## src/rtl/i2c_chsel_pkg.sv

```systemverilog
package i2c_chsel_pkg;
  localparam int NUM_CH    = 4;
  localparam int CH_IDX_W  = $clog2(NUM_CH);
  localparam int SEL_W     = CH_IDX_W + 1;
  localparam int BYTE_W    = 8;
  localparam int BIT_CNT_W = $clog2(BYTE_W) + 1;
  localparam int PAD_W     = BYTE_W - NUM_CH - SEL_W;
  localparam int STRAP_W   = 3;
  localparam int FIXED_W   = BYTE_W - 1 - STRAP_W;

  typedef enum logic [2:0] {
    ST_IDLE,
    ST_ADDR,
    ST_AACK,
    ST_WDATA,
    ST_WACK,
    ST_RDATA,
    ST_RACK
  } slv_state_e;
endpackage

```

## src/rtl/i2c_chsel_sync.sv

```systemverilog
module i2c_chsel_sync #(
  parameter int             W       = 1,
  parameter int             STAGES  = 2,
  parameter logic [W-1:0]   RST_VAL = '1
) (
  input  logic         clk,
  input  logic         rst_n,
  input  logic [W-1:0] d_i,
  output logic [W-1:0] q_o
);
  logic [STAGES-1:0][W-1:0] pipe_q;

  always_ff @(posedge clk or negedge rst_n) begin
    if (!rst_n) begin
      pipe_q <= {STAGES{RST_VAL}};
    end else begin
      pipe_q <= {pipe_q[STAGES-2:0], d_i};
    end
  end

  assign q_o = pipe_q[STAGES-1];
endmodule

```

## src/rtl/i2c_chsel_slave.sv

```systemverilog
module i2c_chsel_slave
  import i2c_chsel_pkg::*;
#(
  parameter logic [FIXED_W-1:0] ADDR_HI = 4'b1110
) (
  input  logic               clk,
  input  logic               rst_n,
  input  logic               scl_i,
  input  logic               sda_i,
  input  logic [STRAP_W-1:0] strap_i,
  input  logic [BYTE_W-1:0]  status_i,
  output logic               sda_oe_o,
  output logic               wr_stb_o,
  output logic [SEL_W-1:0]   wr_sel_o,
  output logic               start_o,
  output logic               stop_o
);
  slv_state_e           st_q, st_n;
  logic [BIT_CNT_W-1:0] cnt_q, cnt_n;
  logic [BYTE_W-1:0]    sh_q, sh_n;
  logic                 rw_q, rw_n;
  logic                 mack_q, mack_n;
  logic                 oe_q, oe_n;
  logic                 scl_d, sda_d;
  logic                 scl_rise, scl_fall, byte_full;

  assign start_o   = scl_d & scl_i & sda_d & ~sda_i;
  assign stop_o    = scl_d & scl_i & ~sda_d & sda_i;
  assign scl_rise  = ~scl_d & scl_i;
  assign scl_fall  = scl_d & ~scl_i;
  assign byte_full = (cnt_q == BIT_CNT_W'(BYTE_W));

  always_comb begin
    st_n     = st_q;
    cnt_n    = cnt_q;
    sh_n     = sh_q;
    rw_n     = rw_q;
    mack_n   = mack_q;
    oe_n     = oe_q;
    wr_stb_o = 1'b0;
    if (start_o) begin
      st_n  = ST_ADDR;
      cnt_n = '0;
      oe_n  = 1'b0;
    end else if (stop_o) begin
      st_n = ST_IDLE;
      oe_n = 1'b0;
    end else begin
      case (st_q)
        ST_ADDR: begin
          if (scl_rise && !byte_full) begin
            sh_n  = {sh_q[BYTE_W-2:0], sda_i};
            cnt_n = cnt_q + 1'b1;
          end else if (scl_fall && byte_full) begin
            if (sh_q[BYTE_W-1:1] == {ADDR_HI, strap_i}) begin
              rw_n = sh_q[0];
              oe_n = 1'b1;
              st_n = ST_AACK;
            end else begin
              st_n = ST_IDLE;
            end
          end
        end
        ST_AACK: begin
          if (scl_fall) begin
            cnt_n = '0;
            if (rw_q) begin
              sh_n = status_i;
              oe_n = ~status_i[BYTE_W-1];
              st_n = ST_RDATA;
            end else begin
              oe_n = 1'b0;
              st_n = ST_WDATA;
            end
          end
        end
        ST_WDATA: begin
          if (scl_rise && !byte_full) begin
            sh_n  = {sh_q[BYTE_W-2:0], sda_i};
            cnt_n = cnt_q + 1'b1;
          end else if (scl_fall && byte_full) begin
            oe_n     = 1'b1;
            wr_stb_o = 1'b1;
            st_n     = ST_WACK;
          end
        end
        ST_WACK: begin
          if (scl_fall) begin
            oe_n  = 1'b0;
            cnt_n = '0;
            st_n  = ST_WDATA;
          end
        end
        ST_RDATA: begin
          if (scl_rise && !byte_full) begin
            sh_n  = {sh_q[BYTE_W-2:0], 1'b0};
            cnt_n = cnt_q + 1'b1;
          end else if (scl_fall) begin
            if (byte_full) begin
              oe_n = 1'b0;
              st_n = ST_RACK;
            end else begin
              oe_n = ~sh_q[BYTE_W-1];
            end
          end
        end
        ST_RACK: begin
          if (scl_rise) begin
            mack_n = ~sda_i;
          end else if (scl_fall) begin
            if (mack_q) begin
              sh_n  = status_i;
              oe_n  = ~status_i[BYTE_W-1];
              cnt_n = '0;
              st_n  = ST_RDATA;
            end else begin
              oe_n = 1'b0;
              st_n = ST_IDLE;
            end
          end
        end
        default: ;
      endcase
    end
  end

  always_ff @(posedge clk or negedge rst_n) begin
    if (!rst_n) begin
      st_q   <= ST_IDLE;
      cnt_q  <= '0;
      sh_q   <= '0;
      rw_q   <= 1'b0;
      mack_q <= 1'b0;
      oe_q   <= 1'b0;
      scl_d  <= 1'b1;
      sda_d  <= 1'b1;
    end else begin
      st_q   <= st_n;
      cnt_q  <= cnt_n;
      sh_q   <= sh_n;
      rw_q   <= rw_n;
      mack_q <= mack_n;
      oe_q   <= oe_n;
      scl_d  <= scl_i;
      sda_d  <= sda_i;
    end
  end

  assign sda_oe_o = oe_q;
  assign wr_sel_o = sh_q[SEL_W-1:0];
endmodule

```

## src/rtl/i2c_chsel_regs.sv

```systemverilog
module i2c_chsel_regs
  import i2c_chsel_pkg::*;
(
  input  logic              clk,
  input  logic              rst_n,
  input  logic              wr_stb_i,
  input  logic [SEL_W-1:0]  wr_sel_i,
  input  logic              stop_i,
  input  logic [NUM_CH-1:0] irq_n_raw_i,
  input  logic [NUM_CH-1:0] irq_n_sync_i,
  output logic [BYTE_W-1:0] status_o,
  output logic [NUM_CH-1:0] ch_en_o,
  output logic              irq_n_o
);
  logic [SEL_W-1:0] ctrl_q, ctrl_n;
  logic [SEL_W-1:0] act_q, act_n;
  logic             pend_q, pend_n;

  always_comb begin
    ctrl_n = ctrl_q;
    act_n  = act_q;
    pend_n = pend_q;
    if (wr_stb_i) begin
      ctrl_n = wr_sel_i;
      pend_n = 1'b1;
    end else if (stop_i && pend_q) begin
      act_n  = ctrl_q;
      pend_n = 1'b0;
    end
  end

  always_ff @(posedge clk or negedge rst_n) begin
    if (!rst_n) begin
      ctrl_q <= '0;
      act_q  <= '0;
      pend_q <= 1'b0;
    end else begin
      ctrl_q <= ctrl_n;
      act_q  <= act_n;
      pend_q <= pend_n;
    end
  end

  for (genvar g = 0; g < NUM_CH; g++) begin : g_chan
    assign ch_en_o[g] = act_q[SEL_W-1] & (act_q[CH_IDX_W-1:0] == CH_IDX_W'(g));
  end

  assign status_o = {~irq_n_sync_i, {PAD_W{1'b0}}, ctrl_q};
  assign irq_n_o  = &irq_n_raw_i;
endmodule

```

## src/rtl/i2c_chsel_ctrl.sv

```systemverilog
module i2c_chsel_ctrl
  import i2c_chsel_pkg::*;
#(
  parameter int                 SYNC_STAGES = 2,
  parameter logic [FIXED_W-1:0] ADDR_HI     = 4'b1110
) (
  input  logic              clk,
  input  logic              rst_n,
  input  logic              scl_i,
  input  logic              sda_i,
  output logic              sda_oe_o,
  input  logic [STRAP_W-1:0] strap_i,
  input  logic [NUM_CH-1:0] irq_n_i,
  output logic [NUM_CH-1:0] ch_en_o,
  output logic              irq_n_o
);
  logic [1:0]         rst_pipe_q;
  logic               rst_n_s;
  logic               scl_s, sda_s;
  logic [NUM_CH-1:0]  irq_s;
  logic [BYTE_W-1:0]  status;
  logic               wr_stb, start_det, stop_det;
  logic [SEL_W-1:0]   wr_sel;

  always_ff @(posedge clk or negedge rst_n) begin
    if (!rst_n) rst_pipe_q <= 2'b00;
    else        rst_pipe_q <= {rst_pipe_q[0], 1'b1};
  end
  assign rst_n_s = rst_pipe_q[1];

  i2c_chsel_sync #(.W(2), .STAGES(SYNC_STAGES), .RST_VAL(2'b11)) u_bus_sync (
    .clk(clk), .rst_n(rst_n_s), .d_i({scl_i, sda_i}), .q_o({scl_s, sda_s})
  );

  i2c_chsel_sync #(.W(NUM_CH), .STAGES(SYNC_STAGES), .RST_VAL({NUM_CH{1'b1}})) u_irq_sync (
    .clk(clk), .rst_n(rst_n_s), .d_i(irq_n_i), .q_o(irq_s)
  );

  i2c_chsel_slave #(.ADDR_HI(ADDR_HI)) u_slave (
    .clk(clk), .rst_n(rst_n_s), .scl_i(scl_s), .sda_i(sda_s), .strap_i(strap_i),
    .status_i(status), .sda_oe_o(sda_oe_o), .wr_stb_o(wr_stb), .wr_sel_o(wr_sel),
    .start_o(start_det), .stop_o(stop_det)
  );

  i2c_chsel_regs u_regs (
    .clk(clk), .rst_n(rst_n_s), .wr_stb_i(wr_stb), .wr_sel_i(wr_sel), .stop_i(stop_det),
    .irq_n_raw_i(irq_n_i), .irq_n_sync_i(irq_s), .status_o(status),
    .ch_en_o(ch_en_o), .irq_n_o(irq_n_o)
  );
endmodule

```

## config.mk

```make
export PLATFORM = sky130hd
export DESIGN_NAME = i2c_chsel_ctrl
export DESIGN_NICKNAME = d
export VERILOG_FILES = /design/src/rtl/i2c_chsel_pkg.sv /design/src/rtl/i2c_chsel_sync.sv /design/src/rtl/i2c_chsel_slave.sv /design/src/rtl/i2c_chsel_regs.sv /design/src/rtl/i2c_chsel_ctrl.sv
export SDC_FILE = /design/constraint.sdc
export NUM_CORES = 1
export LEC_CHECK = 0
export BUFFER_PORTS_ARGS = -buffer_cell sky130_fd_sc_hd__buf_2
export CAP_MARGIN = 20
export CORE_ASPECT_RATIO = 2
export CORE_MARGIN = 4
export CORE_UTILIZATION = 55
export CTS_BUF_LIST = sky130_fd_sc_hd__clkbuf_4
export DETAILED_ROUTE_END_ITERATION = 8
export PLACE_DENSITY_LB_ADDON = 0.08
export REMOVE_ABC_BUFFERS = 1
export SYNTH_ARGS = -nofsm -noshare
export SYNTH_HDL_FRONTEND = slang
export SYNTH_HIERARCHICAL = 1
export SYNTH_SLANG_ARGS = --single-unit
```

## constraint.sdc

```tcl
create_clock -name clk -period 1.3 [get_ports clk]
set_clock_uncertainty 0.15 [all_clocks]
set_input_delay 0.13 -clock clk [delete_from_list [all_inputs] [get_ports clk]]
set_output_delay 0.13 -clock clk [all_outputs]
set_load 0.005 [all_outputs]
```

==> flow_metrics.py, run 1 <==
metrics = {
    "clocking": {
        "clk-insertion-delay-late_ps": 350,
        "cts_root_buffer": "clkbuf_4",
        "cts_htree_levels": 2,
        "cts.sinks": 41,
        "cts_buffer_depth": 2,
        "cts_made_buffers": 5,
        "tritoncts": "yes",
        "clk_pin_slew_ps": 120,
    },
    "route": {
        "vias": 1729,
        "drt.antenna.violating_nets": 0,
        "drc": 0,
        "dr_vias_cell": 5.614,
        "postRouteWirelength_um": 5488,
        "dr.pass1.iters": 5,
        "route.detailed.wl_per_inst_um": 17.82,
        "drt_iter0_drc": 32,
    },
    "global_routing": {
        "grt_first_pass_wirelength_um": 8576,
        "maximum_number_of_pins_on_one_net_before_global_route_repair": 40,
        "globalRouteOverflowTotal": 0,
        "global_route.usage.total_pct": 23.19,
        "grt_antenna_before_repair": 0,
        "grt_pass1_vias": 1841,
    },
    "logic_synthesis": {
        "seq_area_frac_synth_pct": 48.43,
        "ys.flop_type": "dfrtp_1",
        "postSynthRegisterBits": 41,
        "yosys_warnings": 6,
        "syn-mean-instance-area_um2": 11.52,
        "post_synthesis_cell_area_um2": 2155,
        "gate_count_of_the_mapped_netlist": 187,
        "ys_async_sr_fraction_pct": 100.0,
        "synth_cell_type_count": 52,
        "synth_enable_flop_cells": 0,
    },
    "power_and_ir_drop": {
        "internal-power_mw": 2.160,
        "netSwitchingFraction_pct": 27.60,
        "p_leak_nw": 1.446,
        "clock_power_share_pct": 19.7,
        "share_seq_of_total_power_pct": 51.2,
        "net-switching-power_mw": 0.8235,
        "power_frac_comb_pct": 29.1,
        "power_density_nw_per_um2": 992.3,
        "irDropWorstVdd_mv": 0.8305,
    },
    "worst_setup_path": {
        "timing.critical_path.slowest_cell_delay_ps": 640,
        "worst-path-buf-inv": 1,
        "ff2ff_setup_slack_ps": -780,
        "reg2reg_from": "u_slave/cnt_q[0]$_DFFE_PN0P_",
        "critical_path.top_delay_family": "simple AND/OR/NAND/NOR gates",
        "sequence_of_cells_on_the_critical_path": "inv_2, ha_4, nand3b_1, a21oi_2, or4_4, mux2_4",
        "category_of_the_worst_setup_path_capture_point": "flop",
        "reg2regPathDepth": 6,
        "critical_path_peak_fanout": 8,
        "criticalPathCategory": "reg -> reg",
        "critical_path_arrival_ps": 2170,
        "worst_setup_path_start_kind": "flop",
        "critical_path.slowest_cell": "or4_4",
        "r2r-end": "u_slave/sh_q[1]$_DFFE_PN0P_",
        "crit_required_ps": 1380,
    },
    "job": {
        "max_cap_viol_count": 0,
    },
    "placed_design": {
        "count_of_input_and_output_buffers": 16,
        "gp_congestion": 0.8303,
        "dp.final_hpwl_um": 3471,
    },
    "run_status": {
        "status": "finished with violations",
        "violations": "negative setup slack",
    },
    "timing": {
        "rsz0062_at_grt": "yes",
        "timing.final.setup_violations": 29,
        "final.hold.worst_slack_ps": 76.30,
        "finalWorstSetupSlack_ps": -784.7,
        "fin_setup_tns_ps": -14710,
        "max_freq_ghz": 0.4797,
        "maxSlewViolCount": 0,
        "period_needed_ps": 2085,
        "finalHoldViolCount": 0,
        "min_period_over_period_pct": 160.4,
    },
    "floorplanning": {
        "initial_core_util_pct": 56.64,
        "floorplan.die_area_um2": 5043,
        "core_um2": 3804,
        "ioPinCount": 17,
        "rows": 32,
        "floorplan.die.width_um": 52.26,
        "fp.dieH_um": 96.52,
    },
    "final_layout": {
        "seqCellArea_um2": 1046,
        "areaGrowthSynthToFinish_pct": 39.55,
        "antennaDiodeCount": 0,
        "filler_cell_count": 238,
        "multi_input_area_um2": 1164,
        "finalNetCount": 269,
        "share_of_layout_cells_above_drive_strength_1_pct": 61.48,
    },
    "worst_hold_path": {
        "worst_hold_path_type": "reg -> async",
    },
}
## flip-flops by register name, summed over array words and instances (netlist names), 2 cells and up
signal	cells
u_slave/sh_q	8
u_bus_sync/pipe_q	2
u_regs/ctrl_q	3
u_irq_sync/pipe_q	4
u_bus_sync/q_o	2
u_slave/cnt_q	4
rst_pipe_q	2
u_regs/act_q	3
u_slave/st_q	3
u_irq_sync/q_o	4
## cell usage in the layout, fill, tap and decap left out, drive strengths merged, types with 4 or more instances in the layout
| cell type | n |
|---|---|
| nor3 | 5 |
| o31ai | 5 |
| nand2b | 6 |
| mux2 | 22 |
| clkbuf | 5 |
| a31oi | 4 |
| nand2 | 8 |
| inv | 11 |
| buf | 73 |
| dlygate4sd3 | 8 |
| dfstp | 14 |
| nor2 | 7 |
| dfrtp | 27 |
| a21oi | 9 |
## final cells by class
type | count | share of cell area, %
inverter | 11 | 1.373
clock buffer | 5 | 1.248
clock inverter | 3 | 0.4161
tap | 51 | 2.122
multi-input combinational | 116 | 38.70
sequential | 41 | 34.79
timing repair buffer | 81 | 21.35
## logic make-up (layout without fill, tap and decap cells)
| family | Yosys count | in the layout | synth area share, % |
|---|---|---|---|
| AND/OR/NAND/NOR | 51 | 51 | 14.69 |
| flip-flops | 41 | 41 | 48.43 |
| AO/OA/AOI/OAI | 34 | 34 | 11.85 |
| buffers and inverters | 30 | 100 | 7.956 |
| multiplexers | 24 | 24 | 14.34 |
| XOR/XNOR | 3 | 3 | 1.220 |
| adder cells (fa/ha/maj) | 2 | 2 | 1.161 |
| other | 2 | 2 | 0.3486 |
## worst max-delay path by stage
stage / from / end / slack, ps / depth (start not counted)
6_report: u_slave/cnt_q[0]$_DFFE_PN0P_ / u_slave/sh_q[1]$_DFFE_PN0P_ / -780 / 6
5_1_grt: u_slave/cnt_q[0]$_DFFE_PN0P_ / u_slave/sh_q[1]$_DFFE_PN0P_ / -830 / 6
4_1_cts: u_slave/cnt_q[0]$_DFFE_PN0P_ / u_slave/sh_q[1]$_DFFE_PN0P_ / -720 / 6
3_5_place_dp: u_slave/cnt_q[0]$_DFFE_PN0P_ / u_slave/sh_q[7]$_DFFE_PN0P_ / -830 / 6
3_3_place_gp: u_slave/cnt_q[0]$_DFFE_PN0P_ / u_slave/sh_q[7]$_DFFE_PN0P_ / -760 / 6
2_1_floorplan: u_slave/scl_d$_DFF_PN1_ / u_slave/sh_q[0]$_DFFE_PN0P_ / -840 / 4
## power by group through the flow
stage,Sequential [mW],Combinational [mW],Clock (mW)
after detailed placement,1.54,0.704,0
after global routing,1.55,0.940,0.648
after CTS,1.53,0.819,0.615
after global placement,1.53,0.683,0
final,1.53,0.867,0.588
after floorplan,1.57,0.327,0
## Yosys cell counts, types with 3 or more instances
library cell / count / area share, %
a21oi_1: 8 / 1.9
a221oi_1: 3 / 1.2
a31oi_1: 4 / 1.2
and3_1: 3 / 0.87
buf_4: 11 / 3.8
clkbuf_1: 4 / 0.70
dfrtp_1: 27 / 31
dfstp_2: 14 / 17
inv_1: 11 / 1.9
mux2_2: 11 / 5.7
mux2_4: 11 / 7.7
nand2_1: 8 / 1.4
nand2b_1: 6 / 1.7
nand4_1: 3 / 0.87
nor2_1: 7 / 1.2
nor3_1: 5 / 1.2
o31ai_1: 5 / 1.7
xnor2_1: 3 / 1.2
## metrics by stage
| stage | power (mW) | util (%) | instance area [um^2] | setup slack, ps | instances |
|---|---|---|---|---|---|
| floorplan | 1.896 | - | 2024 | -841.6 | 168 |
| global placement | 2.217 | 65.43 | 2489 | -761.1 | 276 |
| detailed placement | 2.247 | 65.43 | 2489 | -833.6 | 276 |
| CTS | 2.960 | 76.81 | 2922 | -721.5 | 304 |
| global route | 3.133 | 79.05 | 3007 | -828.8 | 308 |
| finish | 2.983 | 79.05 | 3007 | -784.7 | 308 |
## what timing repair did
action / in CTS / in global routing
endpoints found under the setup margin: 29 / 29
pin swaps: 18 / 10
hold buffers: 8 / 0
setup buffers: 13 / 8
endpoints found under the hold margin: 8 / 0
resized for setup: 50 / 13
## layer usage
metal	global-route usage, %	wire length, um	vias to the layer above
li1	-	-	796
met2	43.91	3094	35
met1	25.20	2116	886
met3	3.072	132	12
met4	8.955	144	0
met5	0	0	-
(Power assumes the default switching activity.)
==> inputs of run 2 (changes only) <==
==> constraint.sdc (replaced) <==
create_clock -name clk -period 2.68 [get_ports clk]
set_clock_uncertainty 0.15 [all_clocks]
set_input_delay 0.268 -clock clk [delete_from_list [all_inputs] [get_ports clk]]
set_output_delay 0.268 -clock clk [all_outputs]
set_load 0.005 [all_outputs]
==> run 2 against run 1 <==
Against the previous run: the flow now finishes without violations; largest cell class is now sequential cells; count of clock-buffer cells in the layout rose by 2; first-iteration DRC count is 56% lower; critical path type unchanged; non-clock buffer count fell by 55.
==> flow_metrics.py, run 2 (synthesis results as in run 1) <==
metrics = {
    "placed_design": {
        "placement.cell_area_um2": 2191,
        "dp.final_hpwl_um": 3049,
        "gp_congestion": 0.8216,
        "post-place-ws_ps": 401.4,
        "post-place-cells": 238,
        "count_of_input_and_output_buffers": 16,
    },
    "clocking": {
        "cts_root_buffer": "clkbuf_4",
        "cts_setup_buffers": 0,
        "cts_buffer_depth": 2,
        "cts_made_buffers": 5,
        "gates_resized_cts_repair": 0,
        "clk_pin_slew_ps": 120,
        "cts_hold_buffers": 7,
        "cts_htree_levels": 2,
        "tritoncts": "yes",
        "clk-insertion-delay-late_ps": 340,
        "cts.sinks": 41,
    },
    "timing": {
        "fin_setup_tns_ps": 0,
        "slew-limit-headroom_pct": 65.16,
        "final.hold.worst_slack_ps": 23.23,
        "period_needed_ps": 2305,
        "finalHoldViolCount": 0,
        "timing_worst_slew_pin_value_ps": 522.6,
        "max_freq_ghz": 0.4338,
        "rsz0062_at_grt": "no",
        "maxSlewViolCount": 0,
        "min_period_over_period_pct": 86.01,
        "finalWorstSetupSlack_ps": 374.8,
        "timing.final.setup_violations": 0,
    },
    "worst_setup_path": {
        "critical_path.slowest_cell": "dfrtp_1",
        "reg2regPathDepth": 4,
        "reg2reg_from": "u_slave/st_q[1]$_DFFE_PN0P_",
        "r2r-end": "u_slave/sh_q[6]$_DFFE_PN0P_",
        "criticalPathCategory": "reg -> reg",
        "crit_required_ps": 2760,
        "category_of_the_worst_setup_path_capture_point": "flop",
        "timing.critical_path.slowest_cell_delay_ps": 680,
        "ff2ff_setup_slack_ps": 370,
        "sequence_of_cells_on_the_critical_path": "a21bo_4, a21oi_2, or4_4, mux2_4",
        "worst_setup_path_start_kind": "flop",
        "critical_path_peak_fanout": 19,
        "critical_path_arrival_ps": 2390,
        "endpoint": "u_slave/sh_q[6]$_DFFE_PN0P_",
        "crit_path_start": "u_slave/st_q[1]$_DFFE_PN0P_",
    },
    "final_layout": {
        "max_flop_register": "u_slave/sh_q",
        "finalNetCount": 214,
        "max_ffs_per_register": 8,
        "areaGrowthSynthToFinish_pct": 7.724,
        "share_of_layout_cells_above_drive_strength_1_pct": 35.64,
        "finalCoreUtilization_pct": 61.02,
        "layout_commonest_cell": "dfrtp_1",
        "antennaDiodeCount": 0,
        "post-route-cell-area_um2": 2321,
        "post_layout_nonfiller_instances": 253,
        "most-common-layout-cells": "dfrtp_1 (27), buf_2 (16), dfstp_2 (14)",
    },
    "power_and_ir_drop": {
        "p_leak_nw": 1.118,
        "irDropWorstVdd_mv": 0.4047,
        "power_density_nw_per_um2": 556.1,
        "design_power_total_mw": 1.291,
    },
    "floorplanning": {
        "rows": 32,
        "initial_core_util_pct": 56.64,
        "floorplan.die.width_um": 52.26,
        "fp.dieH_um": 96.52,
        "ioPinCount": 17,
        "core_um2": 3804,
        "floorplan.die_area_um2": 5043,
    },
    "global_routing": {
        "maximum_number_of_pins_on_one_net_before_global_route_repair": 29,
        "grt_pass1_vias": 1499,
        "global_route.usage.total_pct": 18.80,
        "grt_antenna_before_repair": 0,
        "grt_first_pass_wirelength_um": 7010,
        "globalRouteOverflowTotal": 0,
    },
    "route": {
        "drt_iter0_drc": 14,
        "wl_met1_um": 1623,
        "drc": 0,
        "dr.pass1.iters": 4,
        "met2_wirelength_um": 2237,
        "drt.antenna.violating_nets": 0,
        "vias": 1426,
        "postRouteWirelength_um": 4138,
        "dr_vias_cell": 5.636,
        "top_layer_used": "met4",
        "met3WireLength_um": 119,
        "route.detailed.wl_per_inst_um": 16.36,
    },
    "job": {
        "max_cap_viol_count": 0,
    },
    "worst_hold_path": {
        "worst_hold_path_type": "reg -> async",
    },
    "run_status": {
        "status": "finished clean",
    },
}
==> run 2: changes by cell type in the layout (fill, tap and decap cells not counted), sizes merged <==
cell,before,now
clkinv,3,0
buf,73,19
clkbuf,5,7
dlygate4sd3,8,7
clkinvlp,0,1
==> run 2: power breakdown <==
part | switching (mW) | internal (mW)
combinational | 0.0868 | 0.130
sequential | 0.0657 | 0.697
clock | 0.188 | 0.124
==> run 2: area by class of cell <==
cell class              instances  area [um^2]
flip-flops and latches         41         1044
clock inverters                 1        7.507
fillers                       329         1483
multi-input cells             116        939.7
clock buffers                   7        52.55
inverters                      11        41.29
repair buffers                 26        172.7
well taps                      51        63.81
==> run 2: how the worst min path moves through the flow <==
stage | start | end | slack (ps) | cells after the start
after floorplan | rst_n | rst_pipe_q[0]$_DFF_PN0_ | -180 | 0
after global placement | rst_n | rst_pipe_q[0]$_DFF_PN0_ | -100 | 1
after detailed placement | rst_n | rst_pipe_q[0]$_DFF_PN0_ | -90 | 1
after CTS | rst_pipe_q[1]$_DFF_PN0_ | u_slave/cnt_q[2]$_DFFE_PN0P_ | 40 | 0
after global routing | rst_n | rst_pipe_q[1]$_DFF_PN0_ | 70 | 2
final | rst_pipe_q[1]$_DFF_PN0_ | u_slave/cnt_q[3]$_DFFE_PN0P_ | 20 | 0
==> run 2: layer usage <==
| layer | GRT usage [%] | vias up |
|---|---|---|
| met5 | 0 | - |
| met4 | 10.66 | 0 |
| met3 | 2.765 | 13 |
| met2 | 32.77 | 33 |
| met1 | 21.34 | 696 |
| li1 | - | 684 |
==> run 2: critical path, delay by kind of cell (launching register included) <==
family           cells  cell delay [ps]
AO/OA/AOI/OAI        2              390
flip-flops           1              680
multiplexers         1              330
AND/OR/NAND/NOR      1              640
==> inputs of run 3 (changes only) <==
==> constraint.sdc (replaced) <==
create_clock -name clk -period 2.35 [get_ports clk]
set_clock_uncertainty 0.15 [all_clocks]
set_input_delay 0.235 -clock clk [delete_from_list [all_inputs] [get_ports clk]]
set_output_delay 0.235 -clock clk [all_outputs]
set_load 0.005 [all_outputs]
==> run 3 against run 2 <==
Against the previous run: combinational power rose by 21%; die area did not move; fmax rose by 2.9%; total power rose by 23%; clock power rose by 46%; hold slack improved by 30 ps; first-iteration DRC count rose by 93%; setup slack got worse by 260 ps; critical path type unchanged; largest cell class unchanged; largest power group unchanged; highest routed layer unchanged.
==> flow_metrics.py, run 3 (synthesis results as in run 1) <==
metrics = {
    "run_status": {
        "status": "finished clean",
    },
    "timing": {
        "finalWorstSetupSlack_ps": 110.2,
        "finalHoldViolCount": 0,
        "period_needed_ps": 2240,
        "final.hold.worst_slack_ps": 53.60,
        "timing.final.setup_violations": 0,
        "max_freq_ghz": 0.4465,
        "rsz0062_at_grt": "no",
        "maxSlewViolCount": 0,
        "fin_setup_tns_ps": 0,
        "min_period_over_period_pct": 95.31,
        "slew-limit-headroom_pct": 67.93,
        "timing_worst_slew_pin_value_ps": 468.9,
    },
    "worst_setup_path": {
        "category_of_the_worst_setup_path_capture_point": "flop",
        "criticalPathCategory": "reg -> reg",
        "r2r-end": "u_slave/sh_q[0]$_DFFE_PN0P_",
        "ff2ff_setup_slack_ps": 110,
        "crit_required_ps": 2420,
        "worst_setup_path_start_kind": "flop",
        "reg2regPathDepth": 6,
        "critical_path_peak_fanout": 8,
        "reg2reg_from": "u_slave/cnt_q[0]$_DFFE_PN0P_",
        "critical_path_arrival_ps": 2310,
    },
    "clocking": {
        "cts.sinks": 41,
        "cts_setup_buffers": 0,
        "clk-insertion-delay-late_ps": 340,
        "cts_buffer_depth": 2,
        "cts_made_buffers": 5,
        "tritoncts": "yes",
        "clk_pin_slew_ps": 130,
        "cts_htree_levels": 2,
        "cts_root_buffer": "clkbuf_4",
    },
    "route": {
        "postRouteWirelength_um": 4243,
        "dr.pass1.iters": 4,
        "vias": 1483,
        "dr_vias_cell": 5.748,
        "drt_iter0_drc": 27,
        "drt.antenna.violating_nets": 0,
        "drc": 0,
        "route.detailed.wl_per_inst_um": 16.45,
    },
    "final_layout": {
        "seqCellArea_um2": 1045,
        "multi_input_area_um2": 939.7,
        "areaGrowthSynthToFinish_pct": 10.51,
        "antennaDiodeCount": 0,
        "layout_commonest_cell": "dfrtp_1",
        "max_ffs_per_register": 8,
        "most-common-layout-cells": "dfrtp_1 (26), buf_2 (16), dfstp_2 (14)",
        "post-route-cell-area_um2": 2381,
        "share_of_layout_cells_above_drive_strength_1_pct": 36.71,
        "filler_cell_count": 317,
        "max_flop_register": "u_slave/sh_q",
        "finalNetCount": 219,
    },
    "global_routing": {
        "grt_antenna_before_repair": 0,
        "grt_pass1_vias": 1602,
        "maximum_number_of_pins_on_one_net_before_global_route_repair": 35,
        "global_route.usage.total_pct": 19.54,
        "grt_first_pass_wirelength_um": 7251,
        "globalRouteOverflowTotal": 0,
    },
    "worst_hold_path": {
        "worst_hold_path_type": "in -> async",
    },
    "placed_design": {
        "placement.cell_area_um2": 2221,
        "post-place-ws_ps": 127.1,
        "dp.final_hpwl_um": 3114,
        "gp_congestion": 0.9734,
        "count_of_input_and_output_buffers": 16,
    },
    "floorplanning": {
        "floorplan.die.width_um": 52.26,
        "fp.dieH_um": 96.52,
        "floorplan.die_area_um2": 5043,
        "rows": 32,
        "core_um2": 3804,
        "ioPinCount": 17,
        "initial_core_util_pct": 56.64,
    },
    "job": {
        "max_cap_viol_count": 0,
    },
    "power_and_ir_drop": {
        "p_leak_nw": 1.152,
        "design_power_total_mw": 1.582,
        "irDropWorstVdd_mv": 0.7300,
        "power_density_nw_per_um2": 664.6,
    },
}
## run 3: cell count changes in the layout (fill, tap and decap cells not counted), sizes merged
cell	before	now
clkinv	0	1
bufinv	0	1
dlygate4sd3	7	8
clkbuf	7	6
clkinvlp	1	0
buf	19	23
## run 3: metrics by stage
step,instances,util (%)
floorplan,168,-
global placement,242,58.39
detailed placement,242,58.39
CTS,258,62.57
global route,258,62.60
finish,258,62.60
## run 3: power by group
group          leakage, nW  total (mW)  internal [mW]  switching, mW
clock network       0.0433       0.453          0.233          0.220
logic                0.605       0.262          0.153          0.109
registers            0.503       0.867          0.796         0.0709
## run 3: critical path, stage by stage (launching register included)
cell      delay [ps]
dfrtp_2          430
inv_1             80
ha_1             210
nand3b_1         180
a21oi_2          100
or4_4            640
mux2_4           330
## run 3: how the worst max path moves through the flow
stage	slack, ps	cells after the start	startpoint	to
floorplan	210	4	u_slave/scl_d$_DFF_PN1_	u_slave/sh_q[0]$_DFFE_PN0P_
global placement	230	6	u_slave/cnt_q[0]$_DFFE_PN0P_	u_slave/st_q[1]$_DFFE_PN0P_
detailed placement	130	6	u_slave/cnt_q[0]$_DFFE_PN0P_	u_slave/sh_q[2]$_DFFE_PN0P_
CTS	100	6	u_slave/cnt_q[0]$_DFFE_PN0P_	u_slave/sh_q[0]$_DFFE_PN0P_
global route	20	6	u_slave/cnt_q[0]$_DFFE_PN0P_	u_slave/st_q[1]$_DFFE_PN0P_
finish	110	6	u_slave/cnt_q[0]$_DFFE_PN0P_	u_slave/sh_q[0]$_DFFE_PN0P_
## run 3: layout make-up
| cell class | instances | share of cell area, % |
|---|---|---|
| clock inverter | 2 | 1.419 |
| tap | 51 | 2.680 |
| sequential | 41 | 43.88 |
| inverter | 11 | 1.734 |
| clock buffer | 6 | 1.892 |
| timing repair buffer | 31 | 8.933 |
| multi-input combinational | 116 | 39.46 |
## run 3: what timing repair did
action | CTS | global route
hold endpoints to repair | 12 | 0
resized for setup | 0 | 1
endpoints found under the setup margin | 0 | 1
hold buffers | 8 | 0
## run 3: metal layers
| layer | wire (um) | GRT usage [%] | vias to the layer above |
|---|---|---|---|
| li1 | - | - | 692 |
| met1 | 1546 | 20.18 | 738 |
| met2 | 2410 | 35.19 | 39 |
| met3 | 112 | 3.072 | 14 |
| met4 | 174 | 12.79 | 0 |
| met5 | 0 | 0 | - |
